--- src/rtl/ztsram_pkg.sv ---
package ztsram_pkg;
  // Low two address bits of a burst beat.
  function automatic logic [1:0] beat_addr(input logic [1:0] start,
                                           input logic [1:0] beat,
                                           input logic       lin);
    return lin ? 2'(start + beat) : (start ^ beat);
  endfunction
endpackage

--- src/rtl/ztsram_cmd.sv ---
module ztsram_cmd #(
  parameter int AW = 6,
  parameter int NL = 2
) (
  input  logic          clk,
  input  logic          rst_n,
  input  logic          lin,
  input  logic          sel,
  input  logic          adv,
  input  logic          we,
  input  logic [AW-1:0] addr,
  input  logic [NL-1:0] lane_we,
  output logic          op_vld,
  output logic          op_wr,
  output logic [AW-1:0] op_addr,
  output logic [NL-1:0] op_lanes
);
  import ztsram_pkg::*;

  logic          act_q, wr_q;
  logic [AW-1:0] base_q;
  logic [1:0]    cnt_q, cnt_nx;

  assign cnt_nx = cnt_q + 2'd1;

  always_comb begin
    op_lanes = lane_we;
    if (!adv) begin
      op_vld  = sel;
      op_wr   = we;
      op_addr = addr;
    end else begin
      op_vld  = act_q;
      op_wr   = wr_q;
      op_addr = {base_q[AW-1:2], beat_addr(base_q[1:0], cnt_nx, lin)};
    end
  end

  always_ff @(posedge clk or negedge rst_n) begin
    if (!rst_n) begin
      act_q  <= 1'b0;
      wr_q   <= 1'b0;
      base_q <= '0;
      cnt_q  <= '0;
    end else if (!adv) begin
      act_q  <= sel;
      wr_q   <= we;
      base_q <= addr;
      cnt_q  <= '0;
    end else if (act_q) begin
      cnt_q  <= cnt_nx;
    end
  end
endmodule

--- src/rtl/ztsram_stage.sv ---
module ztsram_stage #(
  parameter int W = 8
) (
  input  logic         clk,
  input  logic         rst_n,
  input  logic [W-1:0] d,
  output logic [W-1:0] q
);
  always_ff @(posedge clk or negedge rst_n) begin
    if (!rst_n) q <= '0;
    else        q <= d;
  end
endmodule

--- src/rtl/ztsram_array.sv ---
module ztsram_array #(
  parameter int AW = 6,
  parameter int NL = 2,
  parameter int BW = 9
) (
  input  logic             clk,
  input  logic             wr_en,
  input  logic [AW-1:0]    wr_addr,
  input  logic [NL-1:0]    wr_lanes,
  input  logic [NL*BW-1:0] wr_data,
  input  logic [AW-1:0]    rd_addr,
  output logic [NL*BW-1:0] rd_data
);
  localparam int DEPTH = 1 << AW;
  localparam int DW    = NL * BW;

  logic [DW-1:0] mem [DEPTH];

  always_ff @(posedge clk) begin
    if (wr_en) begin
      for (int j = 0; j < NL; j++) begin
        if (wr_lanes[j]) mem[wr_addr][j*BW +: BW] <= wr_data[j*BW +: BW];
      end
    end
  end

  assign rd_data = mem[rd_addr];
endmodule

--- src/rtl/ztsram_top.sv ---
module ztsram_top #(
  parameter int AW = 6,
  parameter int NL = 2,
  parameter int BW = 9
) (
  input  logic             clk,
  input  logic             rst_n,
  input  logic             pipe_mode,
  input  logic             lin_order,
  input  logic             cs_a_n,
  input  logic             cs_b,
  input  logic             cs_c_n,
  input  logic             adv,
  input  logic             we,
  input  logic [AW-1:0]    addr,
  input  logic [NL-1:0]    lane_we,
  input  logic             oe_n,
  input  logic [NL*BW-1:0] dq_in,
  output logic [NL*BW-1:0] dq_out,
  output logic             dq_oe
);
  localparam int DW   = NL * BW;
  localparam int OPW  = 2 + AW + NL;
  localparam int NSTG = 2;

  logic          sel;
  logic          c_vld, c_wr;
  logic [AW-1:0] c_addr;
  logic [NL-1:0] c_lanes;

  assign sel = !cs_a_n && cs_b && !cs_c_n;

  ztsram_cmd #(.AW(AW), .NL(NL)) u_cmd (
    .clk(clk), .rst_n(rst_n), .lin(lin_order), .sel(sel), .adv(adv),
    .we(we), .addr(addr), .lane_we(lane_we),
    .op_vld(c_vld), .op_wr(c_wr), .op_addr(c_addr), .op_lanes(c_lanes)
  );

  // Command delay line: stage 1 = previous edge, stage 2 = two edges back.
  logic [OPW-1:0] stg [NSTG+1];
  assign stg[0] = {c_vld, c_wr, c_addr, c_lanes};

  for (genvar g = 0; g < NSTG; g++) begin : g_stg
    ztsram_stage #(.W(OPW)) u_stg (
      .clk(clk), .rst_n(rst_n), .d(stg[g]), .q(stg[g+1])
    );
  end

  logic          s1_vld, s1_wr, s2_vld, s2_wr;
  logic [AW-1:0] s1_addr, s2_addr;
  logic [NL-1:0] s1_lanes, s2_lanes;

  assign {s1_vld, s1_wr, s1_addr, s1_lanes} = stg[1];
  assign {s2_vld, s2_wr, s2_addr, s2_lanes} = stg[2];

  // Late-write commit: one edge after the command in flow mode, two in pipe mode.
  logic          wr_en;
  logic [AW-1:0] wr_addr;
  logic [NL-1:0] wr_lanes;
  logic [DW-1:0] rd_data;

  always_comb begin
    if (pipe_mode) begin
      wr_en    = s2_vld && s2_wr;
      wr_addr  = s2_addr;
      wr_lanes = s2_lanes;
    end else begin
      wr_en    = s1_vld && s1_wr;
      wr_addr  = s1_addr;
      wr_lanes = s1_lanes;
    end
  end

  ztsram_array #(.AW(AW), .NL(NL), .BW(BW)) u_mem (
    .clk(clk), .wr_en(wr_en), .wr_addr(wr_addr), .wr_lanes(wr_lanes),
    .wr_data(dq_in), .rd_addr(s1_addr), .rd_data(rd_data)
  );

  // Forward a write whose data is arriving now into the read being registered.
  logic          fwd_hit;
  logic [DW-1:0] rd_merged;

  assign fwd_hit = pipe_mode && s2_vld && s2_wr && (s2_addr == s1_addr);

  for (genvar j = 0; j < NL; j++) begin : g_fwd
    assign rd_merged[j*BW +: BW] = (fwd_hit && s2_lanes[j]) ? dq_in[j*BW +: BW]
                                                            : rd_data[j*BW +: BW];
  end

  logic          out_vld;
  logic [DW-1:0] out_q;

  always_ff @(posedge clk or negedge rst_n) begin
    if (!rst_n) begin
      out_vld <= 1'b0;
      out_q   <= '0;
    end else begin
      out_vld <= s1_vld && !s1_wr;
      if (s1_vld && !s1_wr) out_q <= rd_merged;
    end
  end

  logic drive;
  assign drive  = pipe_mode ? out_vld : (s1_vld && !s1_wr);
  assign dq_out = pipe_mode ? out_q : rd_data;
  assign dq_oe  = drive && !oe_n;
endmodule

--- config.mk ---
export PLATFORM = sky130hd
export DESIGN_NAME = ztsram_top
export DESIGN_NICKNAME = d
export VERILOG_FILES = /design/src/rtl/ztsram_pkg.sv /design/src/rtl/ztsram_cmd.sv /design/src/rtl/ztsram_stage.sv /design/src/rtl/ztsram_array.sv /design/src/rtl/ztsram_top.sv
export SDC_FILE = /design/constraint.sdc
export NUM_CORES = 1
export LEC_CHECK = 0
export BUFFER_PORTS_ARGS = -buffer_cell sky130_fd_sc_hd__buf_2
export CAP_MARGIN = 25
export CORE_MARGIN = 10
export CORE_UTILIZATION = 30
export DETAILED_ROUTE_END_ITERATION = 16
export PLACE_DENSITY = 0.53
export SLEW_MARGIN = 20
export SYNTH_ARGS = -nofsm -noshare
export SYNTH_HDL_FRONTEND = slang
export SYNTH_SLANG_ARGS = --single-unit
--- constraint.sdc ---
create_clock -name clk -period 3.2 [get_ports clk]
set_input_delay 0.48 -clock clk [delete_from_list [all_inputs] [get_ports clk]]
set_output_delay 0.48 -clock clk [all_outputs]
set_load 0.01 [all_outputs]
Word level (Yosys, flattened, before mapping)
Memories as Yosys holds them, arrays and structs flattened.
Index checks and enable logic that the tools add are counted.
{"block": "totals", "reg_bits": 49, "n_memories": 1, "output_inout_bits": 19, "inputBits": 36, "ram_bits": 1152}
{"name": "u_mem.mem", "depth": 64, "width": 18, "read_ports": 1, "rd_ports_with_merged_regs": 0, "write_ports": 1, "line": "ztsram_array.sv:17", "source": "logic [DW-1:0] mem [DEPTH];"}
{"block": "op_classes", "n_mux": 19, "bitwise": 1, "n_addsub": 2, "eq_ne": 2, "n_reduce_logical": 15}
{"op": "$mux W18", "count": 1}
{"op": "$mux W9", "count": 2}
{"op": "$mux W6", "count": 2}
{"op": "$logic_and A1 B1 Y1", "count": 11}
{"op": "$mux W1", "count": 10}
{"op": "$mux W2", "count": 4}
{"op": "$eq A6 B6 Y1", "count": 1}
{"op": "$logic_not A1 Y1", "count": 4}
{"op": "$add A2 B1 Y2 const B", "count": 1}
{"op": "$add A2 B2 Y2", "count": 1}
{"op": "$ne A2 B1 Y1 const B", "count": 1}
{"op": "$xor A2 B2 Y2", "count": 1}

Logic depth before layout (Yosys ltp)
{"block": "depth", "word_depth": 5, "depth_mapped": 11, "ltp_nobuf": 6}

By module
From an unflattened synthesis, not the netlist that was laid out.
{"block": "hier_totals", "cells_unflattened": 2178, "hier_area_um2": 46837.4}
{"mod": "ztsram_array", "instances": 1, "cells_each": 1965, "seq_area_each_um2": 34593.2, "area_per_inst_um2": 44453.9}
{"mod": "ztsram_top", "instances": 1, "cells_each": 157, "seq_area_each_um2": 475.5, "area_per_inst_um2": 1412.6}
{"mod": "ztsram_stage", "instances": 2, "cells_each": 10, "seq_area_each_um2": 250.2, "area_per_inst_um2": 250.2}
{"mod": "ztsram_cmd", "instances": 1, "cells_each": 36, "seq_area_each_um2": 250.2, "area_per_inst_um2": 470.5}

Worst setup path after synthesis
OpenSTA, ideal clock, no wires.
{"block": "synth_timing", "kind": "in2reg", "startpoint": "in pipe_mode", "endpoint": "mem u_mem.mem[27][0] (netlist bit) (enable)", "setup_time_ps": 374, "path_stages": 7, "setup_slack_ps": 595, "path_buffers": 3, "t_arrival_ps": 2231, "cell_sequence": "clkbuf_1 -> clkbuf_1 -> nand2_1 -> o32ai_1 -> nand2_1 -> buf_2 -> nor2_1"}
{"block": "synth_via", "elab_chain_cells": 4, "elab_cells_between_ends": 6}
{"item": "start: declaration", "line": "ztsram_top.sv:8", "source": "input logic pipe_mode,"}
{"item": "$mux W2", "line": "ztsram_top.sv:63", "source": "if (pipe_mode) begin"}
{"item": "$mux W1", "line": "ztsram_array.sv:22", "source": "if (wr_lanes[j]) mem[wr_addr][j*BW +: BW] <= wr_data[j*BW +: BW];"}
{"item": "$mux W1", "line": "ztsram_array.sv:20", "source": "if (wr_en) begin"}
{"item": "$mux W1 (implied by the code)", "line": "ztsram_array.sv:22"}
{"item": "end: declaration", "line": "ztsram_array.sv:17"}
Parallel ways exist; a longest one is shown, timed or not.

Worst setup path after layout
{"block": "layout_timing", "startpoint": "reg g_stg[0].u_stg.q[3]", "endpoint": "out dq_out[5]"}
{"block": "layout_via", "elab_chain_cells": 2}
{"item": "start: declaration", "line": "ztsram_stage.sv:7", "source": "output logic [W-1:0] q"}
{"item": "start signal: assignment", "line": "ztsram_stage.sv:10", "source": "if (!rst_n) q <= '0;"}
{"item": "start signal: assignment", "line": "ztsram_stage.sv:11", "source": "else q <= d;"}
{"item": "$mem_v2 Z64 W18"}
{"item": "$mux W18", "line": "ztsram_top.sv:105", "source": "assign dq_out = pipe_mode ? out_q : rd_data;"}
{"item": "end: declaration", "line": "ztsram_top.sv:19", "source": "output logic [NL*BW-1:0] dq_out,"}
No other way between the ends.

==> run_results.csv <==
group,metric,value,unit
power,max-vdd-ir-drop,480,uV
sta,setup_slack,-0.512,ns
worst_setup_path,startpoint_type,"flop",
sta,final_max_slew_viol_count,0,
cells_and_area,n_fill_cell,14400,
power,p_leak,19.3,nW
synthesis,yosys.cell_types.count,54,
sta,worstMarginPinSlew,0.944,ns
worst_setup_path,crit_start,"g_stg[0].u_stg.q[3]$_DFF_PN0_",
grt,antenna_found_initial,6,
grt,grt.overflow.total,0,
synthesis,avgSynthCellArea,19.5,um2
place,place_ws,-0.0313,ns
floorplanning,start_util,30.1,%
synthesis,syn_area,0.0476,mm2
power,powerDensity,631,mW/mm2
cts,cts_root_buffer,"clkbuf_16",
synthesis,synth.net_count,2475,
synthesis,synth_common_cells,"1152 x edfxtp_1, 231 x mux4_2, 198 x mux2i_1, 173 x nand2_1, 166 x nor2_1",
detailed_routing,finalWirelength,129000,um
sta,hold_viol,0,
cts,cts_tree,"done",
place,place_congestion,0.859,
flow_run,maxCapViolCount,0,
synthesis,synth_top_area_share,72.7,%
synthesis,yosysSeqAreaShare,75.2,%
cts,ctsHtreeMaxLevel,4,
cells_and_area,fin_nets,2891,
floorplanning,core,0.158,mm2
hold_path,hp-class,"in2reg",
cells_and_area,fin_util,36.7,%
floorplanning,die_h,418,um
synthesis,yosysMostFrequentCell,"edfxtp_1",
cts,numCtsBuffers,131,
grt,grt_max_degree,66,
synthesis,async_reset_ff_share,3.92,%
cells_and_area,syn_to_final_growth,22.1,%
cts,clock_path_buffers,3,
sta,setup_viol_count_final,18,
synthesis,synth_ff_type,"edfxtp_1",
floorplanning,die_x,418,um
cts,clkLatencyLatePin,0.77,ns
status,status,"finished, violations left",
detailed_routing,drcViolationCount,0,
worst_setup_path,critPathMaxFanout,25,
worst_setup_path,cp.arrival,3.23,ns
floorplanning,die_area,0.175,mm2
sta,period_share,116,%
worst_setup_path,endpoint_kind,"output port",
synthesis,synth_area_leaders,"edfxtp_1 73%, mux4_2 11%, mux2i_1 4.2%, dfrtp_1 2.5%, nand2_1 1.4%",
synthesis,synth_cells,2438,
worst_setup_path,cp.required,2.72,ns
sta,maxSlewHeadroom,37.1,%
power,total_power,36.7,mW
detailed_routing,drtPass1Iterations,6,
place,dpl.hpwl,82800,um
synthesis,synth_edf_count,1152,
status,violations,"negative setup slack",
sta,rsz0062_at_grt,"true",
worst_setup_path,r2r_start,"g_stg[0].u_stg.q[7]$_DFF_PN0_",
hold_path,min-delay-start,"addr[4]",
synthesis,ys_ff_latch,1199,
detailed_routing,first_iter_violations,2368,
synthesis,yosys_warnings,0,
grt,grt_use_total,14.4,%
floorplanning,io_pins,55,
detailed_routing,via_per_inst,4.97,
sta,fmax,269,MHz
sta,post-route-min-period,3.71,ns
floorplanning,rows,146,
sta,fin_skew,0.0297,ns
cts,clock_sinks,1199,
grt,grt_pass1_wl,185000,um
detailed_routing,detail_route.wl_per_cell,25.7,um
detailed_routing,postRouteAntennaNets,0,
grt,grt_pass1_vias,25900,
synthesis,synth_top_cell_by_area,"edfxtp_1",
cts,clk_transition_reported_paths,0.06,ns
sta,fin_hold_ws,0.0587,ns
cells_and_area,layout-drive-gt1-share,31.8,%
worst_setup_path,critical_path_class,"reg2out",
detailed_routing,via_count,25000,
cells_and_area,seq_area,0.0358,mm2
cells_and_area,multi_input_comb_area,0.0113,mm2
place,port_buffers,54,
[flip-flops by register name (all words and copies together), names as in the netlist]
signal	flops
u_mem.mem	1152
g_stg.u_stg.q	20
out_q	18
u_cmd.base_q	6
u_cmd.cnt_q	2
out_vld	1
[metrics by stage]
stage	std cells	area (um2)	TNS, ns
after floorplan	2438	47600	0
after global placement	4730	52200	-0.0225
after detailed placement	4730	52200	-0.0391
after CTS	4998	57500	-10.03
after global routing	5028	58100	-10.57
final	5029	58100	-8.27
[cells by family (layout without fill, tap and decap cells)]
group	count (synthesis)	after routing	share of synthesized area, %
flip-flops	1199	1199	75.2
AO/OA/AOI/OAI	215	215	3.54
buffers and inverters	159	677	2.12
multiplexers	437	437	15.3
other	0	1	0
XOR/XNOR	11	11	0.203
adder cells (fa/ha/maj)	1	1	0.0263
AND/OR/NAND/NOR	416	416	3.62
[worst max-delay path: stages, from the launching register on]
cell and delay, ns:
dfrtp_2 0.42, buf_12 0.19, buf_4 0.35, nand2_1 0.38
o22ai_1 0.34, nor2_2 0.09, buf_4 0.15, o211ai_1 0.31
buf_2 0.21
[placed cells by master (no fill, tap or decap), types with 15 or more instances in the layout]
master,n
nand3_1,31
nor2_1,150
clkbuf_1,32
clkinv_1,25
buf_12,29
buf_16,20
a22oi_1,53
buf_2,51
mux2i_1,171
nor2_2,15
buf_4,284
nand2_1,170
edfxtp_1,1152
a22oi_2,17
dfrtp_1,43
inv_1,16
buf_6,16
mux4_2,231
clkinv_2,16
clkbuf_16,140
[final timing paths]
path,to,slack [ns],depth (start not counted)
worst max-delay path,dq_out[5],-0.51,8
worst min-delay path,u_cmd.base_q[4]$_DFFE_PN0N_,0.06,2
worst max register to register,u_mem.mem[40][13]$_DFFE_PP_,0.10,6
worst min register to register,g_stg[1].u_stg.q[8]$_DFF_PN0_,0.42,0
max in group asynchronous,out_q[3]$_DFFE_PN0N_,2.16,4
min in group asynchronous,u_cmd.base_q[4]$_DFFE_PN0N_,0.26,2
[per-layer routing]
layer | GRT usage [%] | routed length [um] | up-vias
met5 | 0 | 28 | -
met4 | 4.36 | 3750 | 4
met3 | 2.61 | 6540 | 200
met2 | 24.7 | 65400 | 785
met1 | 18.5 | 53600 | 13200
li1 | - | - | 10800
[layout make-up]
type	instances	area share, %
Antenna cell	1	0.00431
Inverter	19	0.127
Sequential cell	1199	61.6
Tap cell	2072	4.47
Clock inverter	66	1.11
Timing Repair Buffer	423	7.09
Multi-Input combinational cell	1080	19.5
Clock buffer	169	6.07
[repair_timing]
item / in CTS / in global routing
pin swaps: 32 / 32
resized for setup: 119 / 35
hold buffers: 9 / 0
hold endpoints to repair: 45 / 0
setup endpoints to repair: 18 / 30
buffers inserted: 14 / 25
cloned: 11 / 6
[where the power goes]
group	leakage (nW)	switching (mW)	internal, mW	total (mW)
registers	10.9	0.112	17.3	17.4
clock network	2.04	6.09	8.62	14.7
logic	6.34	2.54	1.96	4.50
Note: power is estimated with default switching activity, not from simulation.
